===== src/rtl/tlb_pkg.sv =====
package tlb_pkg;

    typedef struct packed {
        logic user;
        logic exec;
        logic write;
        logic read;
    } prot_t;

    typedef enum logic [1:0] {
        ACC_LOAD  = 2'd0,
        ACC_STORE = 2'd1,
        ACC_FETCH = 2'd2,
        ACC_RSVD  = 2'd3
    } acc_e;

    function automatic logic access_ok(prot_t p, acc_e a, logic user_mode);
        logic ok;
        case (a)
            ACC_LOAD:  ok = p.read;
            ACC_STORE: ok = p.write;
            ACC_FETCH: ok = p.exec;
            default:   ok = 1'b0;
        endcase
        if (user_mode && !p.user) ok = 1'b0;
        return ok;
    endfunction

endpackage


===== src/rtl/tlb_entry_array.sv =====
module tlb_entry_array
    import tlb_pkg::*;
#(
    parameter int ENTRIES = 8,
    parameter int VPN_W   = 20,
    parameter int PFN_W   = 20,
    localparam int IDX_W  = $clog2(ENTRIES)
) (
    input  logic               clk,
    input  logic               rst,
    input  logic               flush,
    input  logic               wr_en,
    input  logic [IDX_W-1:0]   wr_idx,
    input  logic [VPN_W-1:0]   wr_vpn,
    input  logic [PFN_W-1:0]   wr_pfn,
    input  prot_t              wr_prot,
    input  logic [VPN_W-1:0]   lk_vpn,
    output logic [ENTRIES-1:0] valid,
    output logic [ENTRIES-1:0] lk_match,
    output logic [ENTRIES-1:0] wr_match,
    output logic [PFN_W-1:0]   rd_pfn,
    output prot_t              rd_prot
);

    logic [ENTRIES-1:0] valid_q;
    logic [VPN_W-1:0]   vpn_q  [ENTRIES];
    logic [PFN_W-1:0]   pfn_q  [ENTRIES];
    prot_t              prot_q [ENTRIES];

    always_ff @(posedge clk) begin
        if (rst || flush)   valid_q <= '0;
        else if (wr_en)     valid_q[wr_idx] <= 1'b1;
    end

    always_ff @(posedge clk) begin
        if (wr_en && !flush) begin
            vpn_q[wr_idx]  <= wr_vpn;
            pfn_q[wr_idx]  <= wr_pfn;
            prot_q[wr_idx] <= wr_prot;
        end
    end

    for (genvar g = 0; g < ENTRIES; g++) begin : g_cmp
        assign lk_match[g] = valid_q[g] && (vpn_q[g] == lk_vpn);
        assign wr_match[g] = valid_q[g] && (vpn_q[g] == wr_vpn);
    end

    always_comb begin
        rd_pfn  = '0;
        rd_prot = '0;
        for (int i = 0; i < ENTRIES; i++) begin
            rd_pfn  = rd_pfn  | ({PFN_W{lk_match[i]}} & pfn_q[i]);
            rd_prot = rd_prot | ({4{lk_match[i]}} & prot_q[i]);
        end
    end

    assign valid = valid_q;


    no_multihit_chk: assert property (@(posedge clk) disable iff (rst)
        $onehot0(lk_match));


    flush_clear_chk: assert property (@(posedge clk) disable iff (rst)
        flush |=> (valid_q == '0));


    insert_valid_chk: assert property (@(posedge clk) disable iff (rst)
        (wr_en && !flush) |=> valid_q[$past(wr_idx)]);

endmodule


===== src/rtl/tlb_victim_sel.sv =====
module tlb_victim_sel #(
    parameter int ENTRIES = 8,
    localparam int IDX_W  = $clog2(ENTRIES)
) (
    input  logic               clk,
    input  logic               rst,
    input  logic               flush,
    input  logic               wr_en,
    input  logic [ENTRIES-1:0] valid,
    input  logic [ENTRIES-1:0] wr_match,
    output logic [IDX_W-1:0]   wr_idx
);

    localparam logic [IDX_W-1:0] LAST = IDX_W'(ENTRIES - 1);

    logic [IDX_W-1:0] rr_q;
    logic [IDX_W-1:0] match_idx, free_idx;
    logic             any_match, any_free, use_rr;

    always_comb begin
        match_idx = '0;
        free_idx  = '0;
        any_match = 1'b0;
        any_free  = 1'b0;
        for (int i = 0; i < ENTRIES; i++) begin
            if (wr_match[i] && !any_match) begin
                match_idx = IDX_W'(i);
                any_match = 1'b1;
            end
            if (!valid[i] && !any_free) begin
                free_idx = IDX_W'(i);
                any_free = 1'b1;
            end
        end
    end

    assign use_rr = !any_match && !any_free;
    assign wr_idx = any_match ? match_idx : (any_free ? free_idx : rr_q);

    always_ff @(posedge clk) begin
        if (rst || flush)          rr_q <= '0;
        else if (wr_en && use_rr)  rr_q <= (rr_q == LAST) ? '0 : rr_q + 1'b1;
    end


    free_slot_chk: assert property (@(posedge clk) disable iff (rst)
        (!(&valid) && !(|wr_match)) |-> !valid[wr_idx]);


    rr_range_chk: assert property (@(posedge clk) disable iff (rst)
        rr_q <= LAST);


    rr_hold_chk: assert property (@(posedge clk) disable iff (rst || flush)
        (wr_en && (|wr_match)) |=> $stable(rr_q));

endmodule


===== src/rtl/tlb_xlate.sv =====
module tlb_xlate
    import tlb_pkg::*;
#(
    parameter int ENTRIES = 8,
    parameter int VA_W    = 32,
    parameter int PA_W    = 32,
    parameter int OFF_W   = 12,
    localparam int VPN_W  = VA_W - OFF_W,
    localparam int PFN_W  = PA_W - OFF_W,
    localparam int IDX_W  = $clog2(ENTRIES)
) (
    input  logic             clk,
    input  logic             rst,
    input  logic             flush,
    input  logic             req_valid,
    input  logic [VA_W-1:0]  req_vaddr,
    input  logic [1:0]       req_acc,
    input  logic             req_user,
    output logic             hit,
    output logic             miss,
    output logic             prot_fault,
    output logic             xlate_ok,
    output logic [PA_W-1:0]  paddr,
    input  logic             ins_en,
    input  logic [VPN_W-1:0] ins_vpn,
    input  logic [PFN_W-1:0] ins_pfn,
    input  logic [3:0]       ins_prot
);

    localparam logic [VA_W-1:0] VPN_MASK = {{VPN_W{1'b1}}, {OFF_W{1'b0}}};

    logic [VPN_W-1:0]   lk_vpn;
    logic [ENTRIES-1:0] valid, lk_match, wr_match;
    logic [PFN_W-1:0]   rd_pfn;
    prot_t              rd_prot;
    logic [IDX_W-1:0]   wr_idx;
    logic               wr_en, permit;

    assign lk_vpn = VPN_W'((req_vaddr & VPN_MASK) >> OFF_W);
    assign wr_en  = ins_en && !flush;

    tlb_entry_array #(.ENTRIES(ENTRIES), .VPN_W(VPN_W), .PFN_W(PFN_W)) u_array (
        .clk      (clk),
        .rst      (rst),
        .flush    (flush),
        .wr_en    (wr_en),
        .wr_idx   (wr_idx),
        .wr_vpn   (ins_vpn),
        .wr_pfn   (ins_pfn),
        .wr_prot  (prot_t'(ins_prot)),
        .lk_vpn   (lk_vpn),
        .valid    (valid),
        .lk_match (lk_match),
        .wr_match (wr_match),
        .rd_pfn   (rd_pfn),
        .rd_prot  (rd_prot)
    );

    tlb_victim_sel #(.ENTRIES(ENTRIES)) u_victim (
        .clk      (clk),
        .rst      (rst),
        .flush    (flush),
        .wr_en    (wr_en),
        .valid    (valid),
        .wr_match (wr_match),
        .wr_idx   (wr_idx)
    );

    assign permit     = access_ok(rd_prot, acc_e'(req_acc), req_user);
    assign hit        = req_valid && (|lk_match);
    assign miss       = req_valid && !(|lk_match);
    assign prot_fault = hit && !permit;
    assign xlate_ok   = hit && permit;
    assign paddr      = xlate_ok ? {rd_pfn, req_vaddr[OFF_W-1:0]} : '0;


    outcome_excl_chk: assert property (@(posedge clk) disable iff (rst)
        $onehot0({miss, prot_fault, xlate_ok}));


    idle_quiet_chk: assert property (@(posedge clk) disable iff (rst)
        !req_valid |-> !(hit || miss || prot_fault || xlate_ok));


    offset_pass_chk: assert property (@(posedge clk) disable iff (rst)
        xlate_ok |-> (paddr[OFF_W-1:0] == req_vaddr[OFF_W-1:0]));


    reset_empty_chk: assert property (@(posedge clk)
        $past(rst) |-> (valid == '0));

endmodule


===== config.mk =====
export PLATFORM = sky130hd
export DESIGN_NAME = tlb_xlate
export DESIGN_NICKNAME = d
export VERILOG_FILES = /design/src/rtl/tlb_pkg.sv /design/src/rtl/tlb_entry_array.sv /design/src/rtl/tlb_victim_sel.sv /design/src/rtl/tlb_xlate.sv
export SDC_FILE = /design/constraint.sdc
export NUM_CORES = 1
export LEC_CHECK = 0
export BUFFER_PORTS_ARGS = -buffer_cell sky130_fd_sc_hd__buf_2
export CAP_MARGIN = 30
export CORE_ASPECT_RATIO = 1.2
export CORE_MARGIN = 1.5
export CORE_UTILIZATION = 55
export CTS_CLUSTER_DIAMETER = 120
export CTS_CLUSTER_SIZE = 24
export DETAILED_ROUTE_END_ITERATION = 6
export GPL_ROUTABILITY_DRIVEN = 0
export GPL_TIMING_DRIVEN = 0
export PLACE_DENSITY = 0.7
export SLEW_MARGIN = 5
export SYNTH_ARGS = -nofsm -noshare
export SYNTH_HDL_FRONTEND = slang
export SYNTH_HIERARCHICAL = 1
export SYNTH_SLANG_ARGS = --single-unit

===== constraint.sdc =====
create_clock -name clk -period 15.1 [get_ports clk]
set_clock_uncertainty 0.2 [all_clocks]
set_input_delay 2.265 -clock clk [delete_from_list [all_inputs] [get_ports clk]]
set_output_delay 2.265 -clock clk [all_outputs]
set_load 0.05 [all_outputs]

**Yosys cells after proc, flatten, opt, wreduce, memory -nomap -nowiden**

Memory sizes are Yosys's and may differ from the RTL's.
Index checks and enable logic that the tools add are counted.

- $add $sub $neg: 1
- Order comparisons: 2
- Eq/ne operators: 19
- Muxes and demuxes: 40
- Bitwise logic cells: 31
- Reduce and logical (&&, ||, !) cells: 69

Operator list:

| operator | count |
|---|---|
| $eq A20 B20 Y1 | 16 |
| $and A20 B20 Y20 | 8 |
| $or A20 B20 Y20 | 7 |
| $logic_and A1 B1 Y1 | 40 |
| $mux W3 | 13 |
| $and A4 B4 Y4 | 8 |
| $mux W32 | 1 |
| $or A4 B4 Y4 | 7 |
| $logic_not A1 Y1 | 26 |
| $mux W1 | 22 |
| $or A8 B8 Y8 | 1 |
| $reduce_or A8 Y1 | 1 |
| $lt A3 B4 Y1 const B | 1 |
| $mux W2 | 2 |
| $add A3 B1 Y3 const B | 1 |
| $demux W1 S3 | 1 |
| $eq A3 B3 Y1 const B | 1 |
| $ge A3 B1 Y1 const B | 1 |
| $pmux W1 S3 | 1 |
| $eq A2 B1 Y1 const B | 1 |
| $eq A2 B2 Y1 const B | 1 |
| $logic_not A2 Y1 | 1 |
| $logic_or A1 B1 Y1 | 1 |

- Register bits after elaboration: 11
- Bits in writable memories: 352
- Bits of input ports: 84
- Output and inout bits: 36
- Word-level logic and storage cells: 167
- Memories kept: 3

Memories:

| name | words | bits a word | rd ports | clocked after memory_dff | wr ports | line | source |
|---|---|---|---|---|---|---|---|
| u_array.pfn_q | 8 | 20 | 8 | 0 | 1 | tlb_entry_array.sv:27 | `logic [PFN_W-1:0] pfn_q [ENTRIES];` |
| u_array.vpn_q | 8 | 20 | 8 | 0 | 1 | tlb_entry_array.sv:26 | `logic [VPN_W-1:0] vpn_q [ENTRIES];` |
| u_array.prot_q | 8 | 4 | 8 | 0 | 1 | tlb_entry_array.sv:28 | `prot_t prot_q [ENTRIES];` |

**Longest topological paths before layout**

Gate-level depths: netlist (run 1).
An unclocked memory read counts as a cell.

- Depth in word-level cells: 31
- Depth in mapped cells: 13
- Depth with buffers taken out: 11

**By module**

The synthesis (run 1) kept the hierarchy.

By module, submodules not included:

| module | times used | cells an instance | area each (sq um) | seq. area each (sq um) |
|---|---|---|---|---|
| tlb_entry_array | 1 | 1237 | 16871.2 | 10730.3 |
| tlb_xlate | 1 | 87 | 504.2 | 0.0 |
| tlb_victim_sel | 1 | 46 | 356.6 | 60.1 |

**Worst setup path after synthesis (run 1)**

No wires, ideal clock.

- Path kind: input -> register
- From: in ins_vpn[18]
- To: mem u_array.pfn_q[1][0], enable pin
- Setup time: 0.555 ns
- Arrival: 8.782 ns
- Required time: 14.345 ns
- Slack: 5.563 ns
- Stages: 10
- Path buffers: 1
- Path through: clkbuf_1 -> xor2_1 -> nor4_1 -> nand4_1 -> nor4_1 -> or4_4 -> or4_2 -> o22ai_1 -> nand2_1 -> nor4_1

- Elaborated cells on any way between the ends: 46
- Classes of those cells: eq/ne: 8; mux: 16; reduce/logical: 22

RTL lines:

| element | line | source |
|---|---|---|
| start, declared | tlb_xlate.sv:25 | `input logic [VPN_W-1:0] ins_vpn,` |
| $eq A20 B20 Y1 (*) | tlb_entry_array.sv:45 | `assign wr_match[g] = valid_q[g] && (vpn_q[g] == wr_vpn);` |
| $logic_and A1 B1 Y1 (*) | tlb_entry_array.sv:45 |  |
| net wr_match[1] | tlb_xlate.sv:33 | `logic [ENTRIES-1:0] valid, lk_match, wr_match;` |
| $logic_and A1 B1 Y1 (*) | tlb_victim_sel.sv:26 | `if (wr_match[i] && !any_match) begin` |
| $mux W1 | tlb_victim_sel.sv:26 |  |
| $logic_not A1 Y1 | tlb_victim_sel.sv:26 |  |
| $logic_and A1 B1 Y1 | tlb_victim_sel.sv:26 |  |
| $mux W1 | tlb_victim_sel.sv:26 |  |
| [... 9 more ...] | - |  |
| $logic_not A1 Y1 | tlb_victim_sel.sv:26 |  |
| $logic_and A1 B1 Y1 | tlb_victim_sel.sv:26 |  |
| $mux W1 | tlb_victim_sel.sv:26 |  |
| $logic_not A1 Y1 | tlb_victim_sel.sv:26 |  |
| $logic_and A1 B1 Y1 | tlb_victim_sel.sv:26 |  |
| $mux W3 or $mux W1 (tied branches) | tlb_victim_sel.sv:26 |  |
| $mux W3 (*) | tlb_victim_sel.sv:38 | `assign wr_idx = any_match ? match_idx : (any_free ? free_idx : rr_q);` |
| net wr_idx[0] | tlb_xlate.sv:36 | `logic [IDX_W-1:0] wr_idx;` |
| end, declared | tlb_entry_array.sv:27 |  |

Mark *: on every way through the listed nets, which the timed path passes. The rest lies on a longest branch.

==> load_flow_metrics.sql, run 1 <==
INSERT INTO impl_metrics (metric_group, metric, value, unit) VALUES
('synthesis', 'synth_area_in_adders', '0.141', '%'),
('run_status', 'status', 'complete, but fails checks', ''),
('drt', 'drt_iter0_markers', '1218', ''),
('placed_design', 'detailedPlace.worstSlack', '6780', 'ps'),
('timing', 'timing_hold_violations_final', '0', ''),
('clock_network', 'post-cts-setup-buffer-count', '0', ''),
('clock_network', 'clock_pin_slew_of_the_registers_on_the_worst_case_setup_and_hold_paths', '100', 'ps'),
('synthesis', 'post_synth_mux_area_share', '0', '%'),
('global_route', 'grt_start_max_net_pins', '28', ''),
('run', 'max_cap_violations', '0', ''),
('timing', 'smallest_setup_slack_after_layout', '6730', 'ps'),
('placed_design', 'portBuffers', '99', ''),
('final_layout', 'layout-area-overhead-vs-synth', '10.5', '%'),
('final_layout', 'regArea', '10800', 'um2'),
('placed_design', 'placedInstanceArea', '19100', 'um2'),
('die', 'chipHeight', '200', 'um'),
('clock_network', 'cts.htree.levels', '1', ''),
('synthesis', 'share_of_synthesized_cell_area_in_and_or_nand_and_nor_gates', '16.7', '%'),
('timing', 'finalMaxSlewViolations', '0', ''),
('final_layout', 'diodes', '0', ''),
('global_route', 'grt_antenna_before_repair', '0', ''),
('synthesis', 'synth.lib_cells_used.distinct', '47', ''),
('setup_path', 'cp_launch_type', 'input pin', ''),
('synthesis', 'warnings_synthesis', '6', ''),
('power_and_ir_drop', 'pwr_density_cell', '91.4', 'nW/um2'),
('setup_path', 'critical_path_arrival', '5910', 'ps'),
('global_route', 'grt.total_usage', '30.8', '%'),
('final_layout', 'num-nets-final', '1599', ''),
('drt', 'ant_nets', '0', ''),
('timing', 'timing.final.setup_violations', '0', ''),
('global_route', 'grt_first_pass_wirelength', '75000', 'um'),
('die', 'core', '31500', 'um2'),
('synthesis', 'combinational_family_with_the_most_area_after_synthesis', 'simple AND/OR/NAND/NOR gates', ''),
('min_path', 'timing.hold.worst.class', 'flip-flop to flip-flop', ''),
('timing', 'slew_headroom', '31.5', '%'),
('timing', 'post-route-period-util', '55.4', '%'),
('synthesis', 'synth_xor_xnor_area_share', '14.8', '%'),
('timing', 'rsz0062_at_grt', 'no', ''),
('setup_path', 'path_class', 'input pin to primary output', ''),
('final_layout', 'multiInputGateArea', '6110', 'um2'),
('final_layout', 'finalCoreUtilization', '62.1', '%'),
('synthesis', 'synth_area_per_cell', '12.9', 'um2'),
('setup_path', 'r2r_setup_slack', '9330', 'ps'),
('synthesis', 'library_cell_with_the_largest_summed_area_after_synthesis', 'sky130_fd_sc_hd__edfxtp_1', ''),
('drt', 'wl_met3', '4140', 'um'),
('drt', 'drc', '1', ''),
('drt', 'wirelength_met1', '18500', 'um'),
('global_route', 'via_count_of_the_first_global_routing_pass', '12000', ''),
('timing', 'fmax', '119', 'MHz'),
('setup_path', 'timing.reg2reg.worst_path_depth', '13', ''),
('drt', 'drt_pass1_iterations', '7', ''),
('die', 'fp.dieArea', '33300', 'um2'),
('drt', 'drt_wl_total', '51300', 'um'),
('min_path', 'min_to', 'u_victim/rr_q[1]', ''),
('setup_path', 'worstPathRequired', '12640', 'ps'),
('synthesis', 'postSynthNetCount', '1456', ''),
('synthesis', 'post_synth_main_area_contributors', 'sky130_fd_sc_hd__edfxtp_1, sky130_fd_sc_hd__xnor2_1, sky130_fd_sc_hd__nand4_1, sky130_fd_sc_hd__xor2_1, sky130_fd_sc_hd__nor4_1', ''),
('die', 'initial_core_util', '56.2', '%'),
('min_path', 'worst_hold_path.num_cells', '2', ''),
('die', 'io_pins', '120', ''),
('synthesis', 'yosys_register_bits', '363', ''),
('drt', 'routed_length_on_met2', '26100', 'um'),
('timing', 'finalSetupTns', '0', 'ps'),
('setup_path', 'rr_endpoint', 'u_array/vpn_q[0][15]', ''),
('synthesis', 'netlist_area', '17700', 'um2'),
('run_status', 'violations', 'DRC', ''),
('placed_design', 'detailed_place_hpwl', '37500', 'um'),
('drt', 'top_layer_used', 'met4', ''),
('setup_path', 'critPathMaxFanout', '10', ''),
('clock_network', 'cts-buffers-inserted', '19', ''),
('drt', 'num_vias', '12400', '');
[through the flow]
step / std cells / hold slack [ps]
global placement: 1870 / 286
global route: 1919 / 353
finish: 1919 / 318
CTS: 1918 / 318
detailed placement: 1892 / 304
floorplan: 1370 / 262
[flip-flops by register name, summed over array words and instances (netlist names)]
register	count
u_array/vpn_q	160
u_victim/rr_q	3
u_array/valid	8
u_array/pfn_q	160
u_array/prot_q	32
[cell usage in the layout (no fill, tap or decap), types with 9 or more instances in the layout]
cell,Yosys,routed
sky130_fd_sc_hd__xnor2_1,202,202
sky130_fd_sc_hd__nor4_2,10,12
sky130_fd_sc_hd__or3_1,26,26
sky130_fd_sc_hd__o21ai_1,23,23
sky130_fd_sc_hd__xor2_1,97,97
sky130_fd_sc_hd__nand2_1,54,54
sky130_fd_sc_hd__buf_6,26,29
sky130_fd_sc_hd__nor4_1,60,58
sky130_fd_sc_hd__o21ai_0,12,12
sky130_fd_sc_hd__buf_2,29,130
sky130_fd_sc_hd__nand3_1,19,19
sky130_fd_sc_hd__inv_1,57,57
sky130_fd_sc_hd__dfxtp_1,11,11
sky130_fd_sc_hd__and3_1,9,9
sky130_fd_sc_hd__clkbuf_16,0,19
sky130_fd_sc_hd__nand4_1,240,240
sky130_fd_sc_hd__edfxtp_1,352,352
sky130_fd_sc_hd__clkbuf_1,33,39
sky130_fd_sc_hd__buf_4,10,20
[cells in the mapped netlist (all sizes together)]
library cell / instances
a21boi: 1
a21o: 1
a21oi: 5
a222oi: 7
a31oi: 4
a41oi: 2
and2b: 1
and3: 9
and4: 2
buf: 73
clkbuf: 33
dfxtp: 11
edfxtp: 352
ha: 2
inv: 59
nand2: 54
nand2b: 6
nand3: 19
nand3b: 1
nand4: 240
nor2: 14
nor2b: 5
nor3: 9
nor4: 78
o21a: 4
o21ai: 36
o21ba: 1
o221ai: 1
o22ai: 8
o31a: 1
or2: 1
or3: 26
or4: 5
xnor2: 202
xor2: 97
[critical path, cell delays in order]
cell                       delay, ps
sky130_fd_sc_hd__buf_4           170
sky130_fd_sc_hd__xor2_1          170
sky130_fd_sc_hd__nor4_1          700
sky130_fd_sc_hd__nand4_1         620
sky130_fd_sc_hd__buf_2           400
sky130_fd_sc_hd__o21ai_1         140
sky130_fd_sc_hd__or3_1           150
sky130_fd_sc_hd__or3_1           110
sky130_fd_sc_hd__o221ai_1        240
sky130_fd_sc_hd__clkbuf_1        350
sky130_fd_sc_hd__nor4_1          260
sky130_fd_sc_hd__buf_2           320
[metal layers]
layer  up-vias  track usage [%]
met5         -                0
met4         0             14.2
met3       114             3.45
met2       724             55.6
met1      6123             37.1
li1       5447                -
[worst max path at each step]
stage                                     end     startpoint  cells past startpoint  slack, ps
after floorplan           u_array/pfn_q[1][0]    ins_vpn[18]                     10       5560
after global placement    u_array/pfn_q[1][1]    ins_vpn[14]                     12        930
after detailed placement            paddr[18]  req_vaddr[12]                     12       6780
after CTS                           paddr[18]  req_vaddr[12]                     12       6760
after global routing                paddr[20]  req_vaddr[12]                     12       6620
final                               paddr[22]  req_vaddr[13]                     12       6730
[final cells by class]
| cell class | instances | area share (%) |
|---|---|---|
| buffer | 106 | 3.40 |
| clock buffer | 25 | 2.54 |
| clock inverter | 1 | 0.153 |
| inverter | 59 | 1.13 |
| multi-input combinational | 842 | 31.2 |
| sequential | 363 | 55.1 |
| tap | 401 | 2.56 |
| timing repair buffer | 122 | 3.92 |
[cell families after synthesis]
kind of cell / Yosys count
and+or+nand+nor: 470
buffers and inverters: 165
AOI/OAI and AO/OA: 71
adders and majority gates: 2
DFF: 363
xor gates and xnor gates: 299
[power by group]
| group | switching (uW) | internal [uW] | leakage (uW) |
|---|---|---|---|
| clock network | 310 | 236 | 0.000253 |
| registers | 2.41 | 1110 | 0.00326 |
| logic | 91.1 | 43.3 | 0.00296 |
No activity file was read; power rests on OpenSTA's default activity.
==> inputs of run 2 (changes only) <==
clock period = 8.34 ns   (was 15.1 ns; I/O delays follow)
==> run 2 against run 1 <==
  * The flow now finishes without violations
  * Sequential cell count did not move
  * First-iteration DRC count is 14% higher
  * Count of clock-buffer cells in the layout stayed put
  * Worst hold slack got worse by 6.4 ps
  * Largest cell class unchanged
  * Critical path type is now input pin to flip-flop
  * Core utilization about the same
==> load_flow_metrics.sql, run 2 (same netlist as run 1, synthesis figures left out) <==
INSERT INTO impl_metrics (metric_group, metric, value, unit) VALUES
('global_route', 'globalRoute.totalOverflow', '0', ''),
('drt', 'avgRoutedWirePerCell', '26.9', 'um'),
('setup_path', 'path_class', 'input pin to flip-flop', ''),
('clock_network', 'clkLatencyLatePin', '530', 'ps'),
('timing', 'finalSetupTns', '0', 'ps'),
('clock_network', 'tritoncts_clock_tree', 'built', ''),
('clock_network', 'clock_pin_slew_of_the_registers_on_the_worst_case_setup_and_hold_paths', '100', 'ps'),
('global_route', 'grt_antenna_before_repair', '1', ''),
('final_layout', 'layout-area-overhead-vs-synth', '10.5', '%'),
('final_layout', 'num-nets-final', '1596', ''),
('timing', 'tightestPinTransition', '1050', 'ps'),
('timing', 'timing_hold_violations_final', '0', ''),
('run_status', 'status', 'completed', ''),
('setup_path', 'critical_path_arrival', '6550', 'ps'),
('setup_path', 'worst_setup_ep_type', 'flip-flop', ''),
('die', 'io_pins', '120', ''),
('die', 'chipHeight', '200', 'um'),
('final_layout', 'layout.cells.most_common', 'sky130_fd_sc_hd__edfxtp_1', ''),
('drt', 'num_vias', '12400', ''),
('drt', 'drt_iter0_markers', '1384', ''),
('timing', 'hold-worst-slack', '312', 'ps'),
('clock_network', 'clock-sinks', '363', ''),
('clock_network', 'cts.htree.levels', '1', ''),
('min_path', 'timing.hold.worst.class', 'flip-flop to flip-flop', ''),
('clock_network', 'post-cts-setup-buffer-count', '0', ''),
('drt', 'drc', '0', ''),
('run', 'max_cap_violations', '0', ''),
('final_layout', 'layout.filler_cells', '2400', ''),
('global_route', 'grt.total_usage', '30.8', '%'),
('power_and_ir_drop', 'total_leakage_power', '0.00646', 'uW'),
('global_route', 'grt_start_max_net_pins', '28', ''),
('timing', 'slew_headroom', '29.1', '%'),
('die', 'row_count', '71', ''),
('power_and_ir_drop', 'ir_drop', '0.174', 'mV'),
('setup_path', 'worstPathRequired', '8350', 'ps'),
('final_layout', 'instances_no_fill', '1917', ''),
('global_route', 'grt_first_pass_wirelength', '75000', 'um'),
('die', 'initial_core_util', '56.2', '%'),
('timing', 'finalMaxSlewViolations', '0', ''),
('timing', 'rsz0062_at_grt', 'no', ''),
('placed_design', 'portBuffers', '99', ''),
('drt', 'ant_nets', '0', ''),
('timing', 'timing.final.setup_violations', '0', ''),
('die', 'core', '31500', 'um2'),
('placed_design', 'detailed_place_hpwl', '37500', 'um'),
('clock_network', 'cts-resized-gates', '0', ''),
('final_layout', 'regs_by_ff_count', 'u_array/pfn_q x160, u_array/vpn_q x160, u_array/prot_q x32', ''),
('timing', 'fin_crit', '6540', 'ps'),
('final_layout', 'finalCoreUtilization', '62.2', '%'),
('clock_network', 'library_cell_used_as_clock_root_buffer', 'sky130_fd_sc_hd__clkbuf_16', ''),
('clock_network', 'cts-buffers-inserted', '19', ''),
('placed_design', 'placedCellCount', '1889', ''),
('drt', 'drt_wl_total', '51500', 'um'),
('final_layout', 'drive_gt1_share', '16.0', '%'),
('clock_network', 'cts-hold-fix-buffers', '0', ''),
('setup_path', 'cp_launch_type', 'input pin', ''),
('global_route', 'via_count_of_the_first_global_routing_pass', '12100', ''),
('drt', 'avgViaCountPerCell', '6.49', ''),
('final_layout', 'commonest_cells_after_routing_fill_and_taps_aside', 'sky130_fd_sc_hd__edfxtp_1, sky130_fd_sc_hd__nand4_1, sky130_fd_sc_hd__xnor2_1, sky130_fd_sc_hd__buf_2, sky130_fd_sc_hd__xor2_1', ''),
('timing', 'post-route-period-util', '78.4', '%'),
('timing', 'fmax', '153', 'MHz'),
('drt', 'drt_pass1_iterations', '7', ''),
('setup_path', 'critPathMaxFanout', '24', ''),
('die', 'fp.dieArea', '33300', 'um2'),
('clock_network', 'clock_tree.buffer_depth', '3', ''),
('power_and_ir_drop', 'pwr_density_cell', '165', 'nW/um2'),
('die', 'floorplan.die.width', '167', 'um');
==> run 2: cell count changes in the layout (fill, tap and decap cells not counted) <==
cell                      before  now
sky130_fd_sc_hd__buf_16        1    2
sky130_fd_sc_hd__buf_2       130  129
sky130_fd_sc_hd__buf_4        20   17
sky130_fd_sc_hd__buf_6        29   28
sky130_fd_sc_hd__buf_8         0    1
sky130_fd_sc_hd__diode_2       0    1
sky130_fd_sc_hd__nor4_2       12   11
sky130_fd_sc_hd__nor4_4        8    9
==> run 2: area by class of cell <==
class | instances | area [um2] | area share [%]
Timing Repair Buffer | 119 | 771 | 3.93
Antenna cell | 1 | 2.50 | 0.0128
Inverter | 59 | 221 | 1.13
Buffer | 106 | 667 | 3.40
Multi-Input combinational cell | 842 | 6120 | 31.2
Tap cell | 401 | 502 | 2.56
Sequential cell | 363 | 10800 | 55.0
Clock buffer | 25 | 498 | 2.54
Clock inverter | 1 | 30.0 | 0.153
==> run 2: final timing paths <==
check | startpoint | slack (ps) | depth (start not counted) | to
setup / recovery | ins_vpn[17] | 1800 | 14 | u_array/pfn_q[7][5]
hold reg to reg | u_victim/rr_q[2] | 310 | 2 | u_victim/rr_q[2]
setup reg to reg | u_array/vpn_q[2][19] | 2850 | 12 | u_array/pfn_q[7][5]
hold / removal | u_victim/rr_q[2] | 310 | 2 | u_victim/rr_q[2]
==> run 2: metrics by stage <==
stage               instance area (um2)  setup WS [ps]  power [uW]
floorplan                         17700           16.8        2190
CTS                               19600           1920        3250
global route                      19600           1820        3320
detailed placement                19100           1530        2290
global placement                  18700          -4630        2280
finish                            19600           1800        3240
==> run 2: power by group <==
group          leakage, uW  internal, uW  switching (uW)
Sequential         0.00326          2000            4.34
Combinational      0.00295          78.3             166
Clock             0.000253           428             557
Total              0.00646          2510             727
==> run 2: critical path, stage by stage <==
cell and delay [ps]:
sky130_fd_sc_hd__buf_2 230, sky130_fd_sc_hd__clkbuf_1 630, sky130_fd_sc_hd__xor2_1 130, sky130_fd_sc_hd__nor4_1 600, sky130_fd_sc_hd__nand4_1 260, sky130_fd_sc_hd__nor4_1 860, sky130_fd_sc_hd__or4_4 290, sky130_fd_sc_hd__nand2b_4 140
sky130_fd_sc_hd__a41oi_1 60, sky130_fd_sc_hd__nor4_1 300, sky130_fd_sc_hd__clkbuf_1 460, sky130_fd_sc_hd__nand3b_1 300, sky130_fd_sc_hd__nor2_4 710, sky130_fd_sc_hd__buf_12 300
==> run 2: per-layer routing <==
layer	up-vias	GRT usage, %	share of wire [%]
met1	6130	37.9	36
met4	0	15.6	5.5
met5	-	0	0
met2	738	54.6	50
met3	130	2.69	8.2
li1	5446	-	-
